**src/rtl/dcs_pkg.sv**
```systemverilog
package dcs_pkg;

  localparam int NUM_CNT = 2;
  localparam int SEL_W   = 3;
  localparam int MODE_W  = 3;

  typedef enum logic [SEL_W-1:0] {
    SRC_OFF   = 3'd0,
    SRC_PRESC = 3'd1,
    SRC_EVENT = 3'd2,
    SRC_ACCUM = 3'd3,
    SRC_SLOW  = 3'd4
  } srcSel_e;

  // Strobes handed from control to the counter datapath.
  typedef struct packed {
    logic [NUM_CNT-1:0] countEn;
  } ctlStrobe_t;

  // Modes in which the event pin is used as a capture input.
  function automatic logic isCaptureMode(input logic [MODE_W-1:0] mode);
    return (mode == 3'd2) || (mode == 3'd4);
  endfunction

endpackage

```
**src/rtl/dcs_sync.sv**
```systemverilog
module dcs_sync #(
  parameter int STAGES = 2
) (
  input  logic clk,
  input  logic rstN,
  input  logic din,
  output logic dout
);

  logic [STAGES-1:0] chain;

  always_ff @(posedge clk) begin
    if (!rstN) chain <= '0;
    else       chain <= {chain[STAGES-2:0], din};
  end

  assign dout = chain[STAGES-1];

endmodule

```
**src/rtl/dcs_ctrl.sv**
```systemverilog
module dcs_ctrl
  import dcs_pkg::*;
#(
  parameter int PRE_W       = 5,
  parameter int SYNC_STAGES = 2
) (
  input  logic                          clk,
  input  logic                          rstN,
  input  logic [PRE_W-1:0]              prescDiv,
  input  logic [NUM_CNT-1:0][SEL_W-1:0] srcSel,
  input  logic                          tbInvert,
  input  logic [MODE_W-1:0]             timerMode,
  input  logic                          tbIn,
  input  logic                          slowClkIn,
  output ctlStrobe_t                    strobe
);

  // Shared prescaler: down counter reloaded from the divisor.
  logic [PRE_W-1:0] presCnt;
  logic             presTick;

  assign presTick = (presCnt == '0);

  always_ff @(posedge clk) begin
    if (!rstN)         presCnt <= '0;
    else if (presTick) presCnt <= prescDiv;
    else               presCnt <= presCnt - 1'b1;
  end

  // Event pin: synchronize, then compare with the previous sample.
  logic tbSync, tbPrev;

  dcs_sync #(.STAGES(SYNC_STAGES)) u_tbSync (
    .clk  (clk),
    .rstN (rstN),
    .din  (tbIn),
    .dout (tbSync)
  );

  // Slow clock: synchronize, then detect rising edges.
  logic slowSync, slowPrev;

  dcs_sync #(.STAGES(SYNC_STAGES)) u_slowSync (
    .clk  (clk),
    .rstN (rstN),
    .din  (slowClkIn),
    .dout (slowSync)
  );

  always_ff @(posedge clk) begin
    if (!rstN) begin
      tbPrev   <= 1'b0;
      slowPrev <= 1'b0;
    end else begin
      tbPrev   <= tbSync;
      slowPrev <= slowSync;
    end
  end

  logic tbEdge, tbActive, slowRise, pinLocked;

  assign tbEdge    = tbInvert ? (tbPrev & ~tbSync) : (~tbPrev & tbSync);
  assign tbActive  = tbSync ^ tbInvert;
  assign slowRise  = slowSync & ~slowPrev;
  assign pinLocked = isCaptureMode(timerMode);

  logic [NUM_CNT-1:0] enNext;

  for (genvar i = 0; i < NUM_CNT; i++) begin : g_sel
    always_comb begin
      unique case (srcSel[i])
        SRC_PRESC: enNext[i] = presTick;
        SRC_EVENT: enNext[i] = tbEdge & ~pinLocked;
        SRC_ACCUM: enNext[i] = presTick & tbActive & ~pinLocked;
        SRC_SLOW:  enNext[i] = slowRise;
        default:   enNext[i] = 1'b0;
      endcase
    end
  end

  always_ff @(posedge clk) begin
    if (!rstN) strobe.countEn <= '0;
    else       strobe.countEn <= enNext;
  end

endmodule

```
**src/rtl/dcs_datapath.sv**
```systemverilog
module dcs_datapath
  import dcs_pkg::*;
#(
  parameter int CNT_W = 16
) (
  input  logic                          clk,
  input  logic                          rstN,
  input  ctlStrobe_t                    strobe,
  output logic [NUM_CNT-1:0][CNT_W-1:0] count,
  output logic [NUM_CNT-1:0]            wrap
);

  for (genvar i = 0; i < NUM_CNT; i++) begin : g_cnt
    always_ff @(posedge clk) begin
      if (!rstN) begin
        count[i] <= '0;
        wrap[i]  <= 1'b0;
      end else if (strobe.countEn[i]) begin
        count[i] <= count[i] + 1'b1;
        wrap[i]  <= &count[i];
      end else begin
        wrap[i]  <= 1'b0;
      end
    end
  end

endmodule

```
**src/rtl/dual_count_source.sv**
```systemverilog
module dual_count_source
  import dcs_pkg::*;
#(
  parameter int CNT_W       = 16,
  parameter int PRE_W       = 5,
  parameter int SYNC_STAGES = 2
) (
  input  logic             clk,
  input  logic             rstN,
  input  logic [PRE_W-1:0] prescDiv,
  input  logic [2:0]       srcSelA,
  input  logic [2:0]       srcSelB,
  input  logic             tbInvert,
  input  logic [2:0]       timerMode,
  input  logic             tbIn,
  input  logic             slowClkIn,
  output logic [CNT_W-1:0] countA,
  output logic [CNT_W-1:0] countB,
  output logic             countTickA,
  output logic             countTickB,
  output logic             wrapA,
  output logic             wrapB
);

  ctlStrobe_t                    strobe;
  logic [NUM_CNT-1:0][CNT_W-1:0] count;
  logic [NUM_CNT-1:0]            wrap;

  dcs_ctrl #(
    .PRE_W       (PRE_W),
    .SYNC_STAGES (SYNC_STAGES)
  ) u_ctrl (
    .clk       (clk),
    .rstN      (rstN),
    .prescDiv  (prescDiv),
    .srcSel    ({srcSelB, srcSelA}),
    .tbInvert  (tbInvert),
    .timerMode (timerMode),
    .tbIn      (tbIn),
    .slowClkIn (slowClkIn),
    .strobe    (strobe)
  );

  dcs_datapath #(.CNT_W(CNT_W)) u_data (
    .clk    (clk),
    .rstN   (rstN),
    .strobe (strobe),
    .count  (count),
    .wrap   (wrap)
  );

  assign countA     = count[0];
  assign countB     = count[1];
  assign countTickA = strobe.countEn[0];
  assign countTickB = strobe.countEn[1];
  assign wrapA      = wrap[0];
  assign wrapB      = wrap[1];

endmodule

```
**config.mk**
```make
export PLATFORM = sky130hd
export DESIGN_NAME = dual_count_source
export DESIGN_NICKNAME = d
export VERILOG_FILES = /design/src/rtl/dcs_pkg.sv /design/src/rtl/dcs_sync.sv /design/src/rtl/dcs_ctrl.sv /design/src/rtl/dcs_datapath.sv /design/src/rtl/dual_count_source.sv
export SDC_FILE = /design/constraint.sdc
export NUM_CORES = 1
export LEC_CHECK = 0
export BUFFER_PORTS_ARGS = -buffer_cell sky130_fd_sc_hd__buf_2
export CAP_MARGIN = 20
export CELL_PAD_IN_SITES_DETAIL_PLACEMENT = 0
export CELL_PAD_IN_SITES_GLOBAL_PLACEMENT = 1
export CORE_MARGIN = 10
export CORE_UTILIZATION = 43
export CTS_BUF_LIST = sky130_fd_sc_hd__clkbuf_2 sky130_fd_sc_hd__clkbuf_4 sky130_fd_sc_hd__clkbuf_8
export DETAILED_ROUTE_END_ITERATION = 6
export GPL_ROUTABILITY_DRIVEN = 0
export PLACE_DENSITY = 0.88
export SYNTH_ARGS = -nofsm -noshare
export SYNTH_HDL_FRONTEND = slang
export SYNTH_HIERARCHICAL = 1
export SYNTH_SLANG_ARGS = --single-unit
```
**constraint.sdc**
```tcl
create_clock -name clk -period 3.8 [get_ports clk]
set_clock_uncertainty 0.2 [all_clocks]
set_input_delay 0.19 -clock clk [delete_from_list [all_inputs] [get_ports clk]]
set_output_delay 0.19 -clock clk [all_outputs]
set_load 0.005 [all_outputs]
```
==> results of run 1 <==
cell type report:
class	instances	area, sq um
clock buffer	5	68.82
inverter	6	22.52
multi-input combinational	162	1056
fill	435	2128
sequential	47	940.9
tap	54	67.56
timing repair buffer	61	340.3
clock inverter	3	67.56
metal layers:
layer  vias up  track usage [%]  routed length [microns]
met2        41            18.55                     2025
li1        905                -                        -
met4         0            4.769                       79
met5         -                0                        0
met1       803            13.57                     2125
met3         6            4.376                      316
per-stage QoR:
step	total power, W	cells	worst slack [ps]
finish	0.001117	338	1801
global route	0.001180	338	1689
CTS	0.001135	338	1810
detailed placement	0.0006957	323	1823
global placement	0.0006949	323	1898
floorplan	0.0006756	222	1934
power by group:
part | internal [W] | leakage [nW] | switching [W]
Combinational | 0.0000791 | 0.685 | 0.0000689
Clock | 0.000262 | 0.0644 | 0.000166
Sequential | 0.000519 | 0.381 | 0.0000222
cell families after synthesis:
group / Yosys count / synth area share (%)
AND/OR/NAND/NOR: 104 / 28.64
adder cells (fa/ha/maj): 3 / 1.821
multiplexers: 4 / 1.942
flip-flops: 47 / 45.63
AO/OA/AOI/OAI: 26 / 8.192
buffers and inverters: 13 / 3.155
XOR/XNOR: 25 / 10.62
registers in the layout (all words and copies together), names as in the netlist:
| signal | flops |
|---|---|
| u_ctrl/u_tbSync/chain | 2 |
| u_data/count | 32 |
| u_ctrl/u_slowSync/chain | 2 |
| u_ctrl/presCnt | 5 |
| u_data/wrap | 2 |
| u_ctrl/tbPrev | 1 |
| u_ctrl/slowPrev | 1 |
| u_ctrl/strobe | 2 |
critical path: stages, from the launching register on:
cell and delay [ps]:
dfxtp_1 420, ha_1 190, and4_1 350, nand2_4 100, or4_1 510, a21oi_1 150
cells in the final DEF, fill, tap and decap left out, types with 2 or more instances in the layout:
| cell | synthesis | routed |
|---|---|---|
| and3_1 | 5 | 5 |
| a21oi_1 | 8 | 8 |
| o21ai_0 | 7 | 7 |
| nor4b_1 | 2 | 2 |
| xnor2_1 | 9 | 9 |
| dlygate4sd3_1 | 0 | 7 |
| nand3b_1 | 4 | 4 |
| o211a_1 | 3 | 3 |
| buf_2 | 1 | 54 |
| nand2_1 | 14 | 14 |
| nor3_1 | 4 | 4 |
| o31ai_1 | 2 | 2 |
| nor2_1 | 23 | 23 |
| and4_1 | 5 | 5 |
| bufinv_16 | 0 | 2 |
| dfxtp_1 | 47 | 47 |
| nand3_1 | 10 | 10 |
| clkbuf_8 | 0 | 5 |
| nor3b_1 | 3 | 3 |
| o22ai_1 | 2 | 2 |
| xor2_1 | 16 | 16 |
| and2_1 | 6 | 6 |
| inv_1 | 6 | 6 |
| or3_1 | 5 | 5 |
| mux2i_1 | 4 | 4 |
| nand2b_1 | 3 | 3 |
| ha_1 | 3 | 3 |
| nand4_1 | 11 | 11 |
worst max-delay path by stage:
stage                 startpoint                to
2_1_floorplan  u_ctrl/presCnt[0]  u_ctrl/strobe[1]
3_3_place_gp   u_ctrl/presCnt[0]  u_ctrl/strobe[1]
3_5_place_dp     u_data/count[0]  u_data/count[14]
4_1_cts          u_data/count[0]  u_data/count[14]
5_1_grt        u_ctrl/presCnt[0]  u_ctrl/strobe[1]
6_report         u_data/count[0]  u_data/count[14]
==> results.toml, run 1 <==
[power_and_ir_drop]
leakage_nw = 1.131
ir_drop_mv = 0.2503
powerDensity_nw_per_um2 = 435.9

[logic_synthesis]
synth.largest_area_cell = "dfxtp_1"
synthTopCellsByCount = "47 x dfxtp_1, 23 x nor2_1, 16 x xor2_1"
synthFlopType = "dfxtp_1"
synth_edf_count = 0
synth-seq-area-share_pct = 45.63
synthMostInstantiatedCell = "dfxtp_1"
ys_ff_latch = 47
syn_inst = 222
synth_area_sq_um = 2062
postSynth.asyncResetShare_pct = 0
synthesis.nets = 244
synthTopCellsByArea = "dfxtp_1 46%, xor2_1 6.8%, nor2_1 4.2%"
avgSynthCellArea_sq_um = 9.288
synth_top_area_share_pct = 45.63
ys_types = 40
yosys_warnings = 6

[layout]
fin_area_sq_um = 2564
area_delta_synth_final_pct = 24.33
finalNetCount = 305
diodes = 0
final_util_pct = 54.64
drive_above_1_share_pct = 23.59

[placement]
dp_hpwl_mm = 3.343
portBuffers = 54
placed_area_sq_um = 2357

[sta]
fmax_mhz = 500.2
holdWs_ps = 83.19
max_slew.worst_pin.slew_ps = 899.4
timing.final.crit_share_pct = 52.61
rsz0062_at_grt = "no"
drv_slew = 0
setup_tns_ps = 0
setup_viol = 0
finalHoldViolCount = 0
slew_headroom_pct = 39.97
fin_crit_ps = 1999

[floorplan]
die_area_sq_um = 7966
core_area_sq_um = 4692
rows = 25
io-pin-count = 55
die_x_microns = 89.25
start_util_pct = 43.95
dieHeight_microns = 89.25

[routing]
post_drt_wl_per_cell_microns = 13.45
wl_mm = 4.546
viasPerCell = 5.192
vias = 1755
first_pass_iters = 4
drtIter0Drc = 67
route.detailed.drc = 0
postRouteAntennaNets = 0

[setup_path]
startpoint_type = "flip-flop"
reg2reg_to = "u_data/count[14]"
end_kind = "flip-flop"
required_ps = 3820
r2r_start = "u_data/count[0]"
rrSetupSlack_ps = 1800
worstSetupPathType = "flip-flop to flip-flop"
worstRegToRegCells = 5
cp_data_arrival_time_ps = 2020
worstPathMaxFanout = 5

[worst_hold_path]
hold_end = "u_data/wrap[1]"
min_path_type = "input pin to flip-flop"
min_path_cells = 3
min-delay-start = "rstN"

[clock_network]
clkLatencyLatePin_ps = 300
cts-root-buf = "clkbuf_8"
tritoncts = "done"
cts_sinks = 47
htree_levels = 2
cts_setup_buffers = 0
path_clk_slew_ps = 80
hold_buffers = 7
ctsResizeCount = 0
clock_path_buffers = 2
cts_made_buffers = 5

[global_routing]
grt_max_degree = 31
grt_pass1_vias = 1642
grt_pass1_wl_mm = 7.327
antenna_found_initial = 0
grt_overflow = 0
grtUsageTotal_pct = 11.58

[run]
maxCapViolCount = 0

[outcome]
status = "completed"
Power figures use the tool's default switching activity.
==> run 2: changes to the inputs <==
--- a/config.mk
+++ b/config.mk
@@ -10,11 +10,11 @@
 export CELL_PAD_IN_SITES_DETAIL_PLACEMENT = 0
 export CELL_PAD_IN_SITES_GLOBAL_PLACEMENT = 1
 export CORE_MARGIN = 10
-export CORE_UTILIZATION = 43
+export CORE_UTILIZATION = 36
 export CTS_BUF_LIST = sky130_fd_sc_hd__clkbuf_2 sky130_fd_sc_hd__clkbuf_4 sky130_fd_sc_hd__clkbuf_8
 export DETAILED_ROUTE_END_ITERATION = 6
 export GPL_ROUTABILITY_DRIVEN = 0
-export PLACE_DENSITY = 0.88
+export PLACE_DENSITY = 0.79
 export SYNTH_ARGS = -nofsm -noshare
 export SYNTH_HDL_FRONTEND = slang
 export SYNTH_HIERARCHICAL = 1
==> constraint.sdc (replaced) <==
create_clock -name clk -period 1.6 [get_ports clk]
set_clock_uncertainty 0.2 [all_clocks]
set_input_delay 0.08 -clock clk [delete_from_list [all_inputs] [get_ports clk]]
set_output_delay 0.08 -clock clk [all_outputs]
set_load 0.005 [all_outputs]
==> results.toml, run 2 (synthesis gave the netlist of run 1 again) <==
[setup_path]
slowest_delay_ps = 370
rrSetupSlack_ps = -220
reg2reg_to = "u_ctrl/strobe[1]"
worstPathMaxFanout = 8
required_ps = 1640
critical_path.endpoint = "u_ctrl/strobe[1]"
cp_data_arrival_time_ps = 1860
crit_chain = "inv_2 > ha_4 > or3b_4 > or2_4 > nor4b_4 > o31a_1"
timing.critical_path.from = "u_ctrl/presCnt[0]"
startpoint_type = "flip-flop"
worstRegToRegCells = 6
critPathTopFamily = "simple AND/OR/NAND/NOR gates"
cp.depth = 6
worstSetupPathType = "flip-flop to flip-flop"
end_kind = "flip-flop"
worst-path-buf-inv = 1
r2r_start = "u_ctrl/presCnt[0]"
crit_slowest_cell = "or3b_4"

[sta]
rsz0062_at_grt = "yes"
max_slew.worst_pin.slew_ps = 421.1
final.setup.worst_slack_ps = -218.9
setup_viol = 8
drv_slew = 0
fin_crit_ps = 1819
fmax_mhz = 549.8
timing.final.crit_share_pct = 113.7
finalHoldViolCount = 0
holdWs_ps = 57.49
setup_tns_ps = -954.7
slew_headroom_pct = 71.63

[power_and_ir_drop]
internal_power_w = 0.002086
pwr-share-clk_pct = 30.6
power_w = 0.002772
swShare_pct = 24.74
ir_drop_mv = 0.6404
leakage_nw = 1.390
powerDensity_nw_per_um2 = 894.6
switchingPower_w = 0.0006859
p_seq_share_pct = 46.0
combPwrFrac_pct = 23.4

[clock_network]
cts_sinks = 47
htree_levels = 2
clock_path_buffers = 2
path_clk_slew_ps = 80
cts-root-buf = "clkbuf_8"
tritoncts = "done"
cts_made_buffers = 5
clkLatencyLatePin_ps = 300

[global_routing]
grt_pass1_vias = 1971
grtUsageTotal_pct = 12.29
grt_max_degree = 31
antenna_found_initial = 0
grt_overflow = 0
grt_pass1_wl_mm = 9.108

[routing]
first_pass_iters = 4
viasPerCell = 4.821
post_drt_wl_per_cell_microns = 13.48
vias = 1943
wl_mm = 5.431
drtIter0Drc = 56
route.detailed.drc = 0
postRouteAntennaNets = 0

[layout]
finalNetCount = 353
reg_top3 = "u_data/count x32, u_ctrl/presCnt x5"
diodes = 0
area_delta_synth_final_pct = 50.30
top_register = "u_data/count"
largest_register_ff_count = 32
instances_no_fill = 403
layout_commonest_cell = "buf_2"
fill_cells = 552
layout_common_cells = "54 x buf_2, 40 x buf_4, 35 x dfxtp_1"
drive_above_1_share_pct = 41.99

[floorplan]
die_area_sq_um = 9155
dieHeight_microns = 95.68
rows = 27
start_util_pct = 37.22
io-pin-count = 55
die_x_microns = 95.68
core_area_sq_um = 5540

[worst_hold_path]
min_path_type = "input pin to flip-flop"

[placement]
place_inst = 378
dp_hpwl_mm = 3.907
pre_cts_slack_ps = -298.2
portBuffers = 54

[outcome]
status = "finished with violations"
violations = "setup timing"

[run]
maxCapViolCount = 0
run 2: cell type report:
class	instances	area [sq um]	share of cell area, %
multi-input combinational	162	1181	38.11
tap	72	90.09	2.907
sequential	47	965.9	31.17
clock buffer	6	76.32	2.463
timing repair buffer	109	733.2	23.66
inverter	6	22.52	0.7267
clock inverter	1	30.03	0.9689
run 2: tightest hold or removal path: stages:
cell and delay [ps]:
buf_2 110, nor4b_1 50, o31a_1 270
run 2: metal layers:
metal	up-vias	GRT usage (%)	wire length, microns
met4	0	5.651	80
met1	896	15.00	2572
li1	997	-	-
met3	6	3.535	311
met5	-	0	0
met2	44	19.53	2466
run 2: worst min-delay path by stage:
stage | to | slack [ps] | start | depth (start not counted)
3_3_place_gp | u_ctrl/u_tbSync/chain[0] | 100 | tbIn | 2
2_1_floorplan | u_ctrl/u_slowSync/chain[0] | 2 | slowClkIn | 1
5_1_grt | u_ctrl/strobe[1] | 60 | srcSelB[0] | 3
3_5_place_dp | u_ctrl/u_tbSync/chain[0] | 90 | tbIn | 2
4_1_cts | u_ctrl/strobe[1] | 40 | srcSelB[0] | 3
6_report | u_ctrl/strobe[1] | 60 | srcSelB[0] | 3
run 2: timing repair:
action                                 in CTS  in global routing
hold buffers                               12                  0
pin swaps                                   4                  6
setup endpoints to repair                   9                 15
endpoints found under the hold margin      10                  0
setup buffers                               2                  5
gates resized for setup                     8                 18
run 2: power groups by stage:
stage          Combinational, W  Clock [W]  Sequential [W]
6_report               0.000648   0.000848         0.00128
5_1_grt                0.000717   0.000940         0.00129
3_5_place_dp           0.000518          0         0.00130
3_3_place_gp           0.000498          0         0.00130
2_1_floorplan          0.000336          0         0.00130
4_1_cts                0.000608   0.000888         0.00128
run 2: metrics by stage:
step / cell area, sq um / utilization (%)
after global placement: 2728 / 49.23
after global routing: 3099 / 55.94
after detailed placement: 2728 / 49.23
after CTS: 3002 / 54.18
final: 3099 / 55.94
after floorplan: 2122 / -
==> run 3: changes to the inputs <==
--- a/config.mk
+++ b/config.mk
@@ -5,16 +5,17 @@
 export SDC_FILE = /design/constraint.sdc
 export NUM_CORES = 1
 export LEC_CHECK = 0
+export ABC_AREA = 1
 export BUFFER_PORTS_ARGS = -buffer_cell sky130_fd_sc_hd__buf_2
 export CAP_MARGIN = 20
 export CELL_PAD_IN_SITES_DETAIL_PLACEMENT = 0
 export CELL_PAD_IN_SITES_GLOBAL_PLACEMENT = 1
 export CORE_MARGIN = 10
-export CORE_UTILIZATION = 36
+export CORE_UTILIZATION = 35
 export CTS_BUF_LIST = sky130_fd_sc_hd__clkbuf_2 sky130_fd_sc_hd__clkbuf_4 sky130_fd_sc_hd__clkbuf_8
 export DETAILED_ROUTE_END_ITERATION = 6
 export GPL_ROUTABILITY_DRIVEN = 0
-export PLACE_DENSITY = 0.79
+export PLACE_DENSITY_LB_ADDON = 0.08
 export SYNTH_ARGS = -nofsm -noshare
 export SYNTH_HDL_FRONTEND = slang
 export SYNTH_HIERARCHICAL = 1
==> results.toml, run 3 <==
[logic_synthesis]
synth_compound_area_share_pct = 8.274
avgSynthCellArea_sq_um = 6.837
synthFlopType = "dfxtp_1"
ys_types = 28
synthMostInstantiatedCell = "nand2_1"
syn_inst = 334
synth_top_area_share_pct = 41.21
yosys.area_share.xor_xnor_pct = 1.534
postSynth.asyncResetShare_pct = 0
ys_ff_latch = 47
synth.largest_area_cell = "dfxtp_1"
synthTopCellsByCount = "77 x nand2_1, 67 x nor2_1, 47 x dfxtp_1"
synthTopCellsByArea = "dfxtp_1 41%, nand2_1 13%, nor2_1 11%"
synthMuxAreaShare_pct = 0
synth_area_sq_um = 2283
synthesis.nets = 356
synth_edf_count = 0
yosys_warnings = 6
synthAdderAreaFrac_pct = 1.644
synth_top_family_by_area = "simple AND/OR/NAND/NOR gates"
synthSimpleGateAreaFrac_pct = 39.12
synth-seq-area-share_pct = 41.21

[floorplan]
io-pin-count = 55
die_x_microns = 100.8
start_util_pct = 35.96
rows = 29
die_area_sq_um = 10150
dieHeight_microns = 100.8
core_area_sq_um = 6350

[setup_path]
r2r_start = "u_data/count[17]"
required_ps = 1600
worstSetupPathType = "flip-flop to flip-flop"
cp_data_arrival_time_ps = 1470
startpoint_type = "flip-flop"
timing.critical_path.from = "u_data/count[17]"
worstPathMaxFanout = 4
end_kind = "flip-flop"

[power_and_ir_drop]
ir_drop_mv = 0.5039
leakage_nw = 1.376
powerDensity_nw_per_um2 = 896.9

[layout]
largest_register_ff_count = 32
instances_no_fill = 487
top_register = "u_data/count"
reg_top3 = "u_data/count x32, u_ctrl/presCnt x5"
layout_common_cells = "77 x nand2_1, 67 x nor2_1, 54 x buf_2"
diodes = 0
finalNetCount = 432
layout_commonest_cell = "nand2_1"
drive_above_1_share_pct = 23.41
area_delta_synth_final_pct = 28.49

[sta]
fmax_mhz = 683.7
max_slew.worst_pin.slew_ps = 391.5
setup_tns_ps = 0
slew_headroom_pct = 73.90
rsz0062_at_grt = "no"
setup_viol = 0
fin_crit_ps = 1463
timing.final.crit_share_pct = 91.41
drv_slew = 0
finalHoldViolCount = 0

[clock_network]
cts_made_buffers = 5
tritoncts = "done"
htree_levels = 2
cts_sinks = 47
cts-root-buf = "clkbuf_8"
clock_path_buffers = 2
path_clk_slew_ps = 90
clkLatencyLatePin_ps = 300

[routing]
route.detailed.drc = 0
first_pass_iters = 4
post_drt_wl_per_cell_microns = 11.30
postRouteAntennaNets = 0
vias = 2194
drtIter0Drc = 69
viasPerCell = 4.505
wl_mm = 5.505

[worst_hold_path]
min-delay-start = "srcSelA[1]"
min_path_type = "input pin to flip-flop"

[global_routing]
antenna_found_initial = 0
grt_pass1_vias = 2089
grt_pass1_wl_mm = 9.480
grtUsageTotal_pct = 11.28
grt_max_degree = 24
grt_overflow = 0

[run]
maxCapViolCount = 0

[placement]
place_inst = 468
dp_hpwl_mm = 4.198
portBuffers = 54

[outcome]
status = "completed"
run 3: power by group:
| group | internal, W | leakage [nW] | switching [W] |
|---|---|---|---|
| sequential | 0.00124 | 0.383 | 0.0000623 |
| combinational | 0.000207 | 0.938 | 0.000258 |
| clock | 0.000475 | 0.0547 | 0.000388 |
run 3: routing by layer:
| metal | share of wire (%) | global-route usage (%) | vias to the layer above | wire length, microns |
|---|---|---|---|---|
| met4 | 1.2 | 3.587 | 0 | 65 |
| met2 | 46 | 17.84 | 32 | 2516 |
| met1 | 48 | 14.08 | 962 | 2630 |
| met5 | 0 | 0 | - | 0 |
| met3 | 5.3 | 3.704 | 5 | 292 |
| li1 | - | - | 1195 | - |
run 3: per-stage QoR:
step	area [sq um]	setup slack [ps]	util (%)	total power, W	hold slack [ps]
after floorplan	2283	151.3	-	0.001654	-26.55
after global placement	2690	110.7	42.36	0.001771	60.53
after detailed placement	2690	54.32	42.36	0.001774	62.79
after CTS	2917	41.85	45.93	0.002678	30.66
after global routing	2934	6.448	46.21	0.002794	53.24
final	2934	137.4	46.21	0.002632	40.76
run 3: worst paths after layout:
path                                            endpoint  slack (ps)  cells past startpoint
worst max-delay path                    u_data/count[30]         140                      8
worst min-delay path                    u_ctrl/strobe[0]          40                      7
worst max register to register          u_data/count[30]         140                      8
worst min register to register  u_ctrl/u_tbSync/chain[1]         220                      2
run 3: cell families after synthesis:
logic type      after synthesis
simple gates                197
buf+inv                      47
flops                        47
compound gates               36
xor+xnor                      4
fa+ha+maj                     3
run 3: timing repair:
action                     in CTS  in global routing
gates resized for setup         0                  7
hold endpoints to repair       11                  0
setup buffers                   0                  0
hold buffers                   12                  0
setup endpoints to repair       0                  6
run 3: final cells by class:
type / count / area, sq um
Multi-Input combinational cell: 240 / 1167
Tap cell: 77 / 96.34
Inverter: 43 / 162.7
Fill cell: 664 / 3416
Timing Repair Buffer: 73 / 455.4
Sequential cell: 47 / 945.9
Clock buffer: 6 / 76.32
Clock inverter: 1 / 30.03
run 3: critical path, stage by stage, from the launching register on:
cell	delay, ps
dfxtp_1	370
ha_1	210
nand3_1	90
inv_1	110
nand2_2	100
nor2_4	120
nand2_1	80
nand2_1	60
nor2_1	40
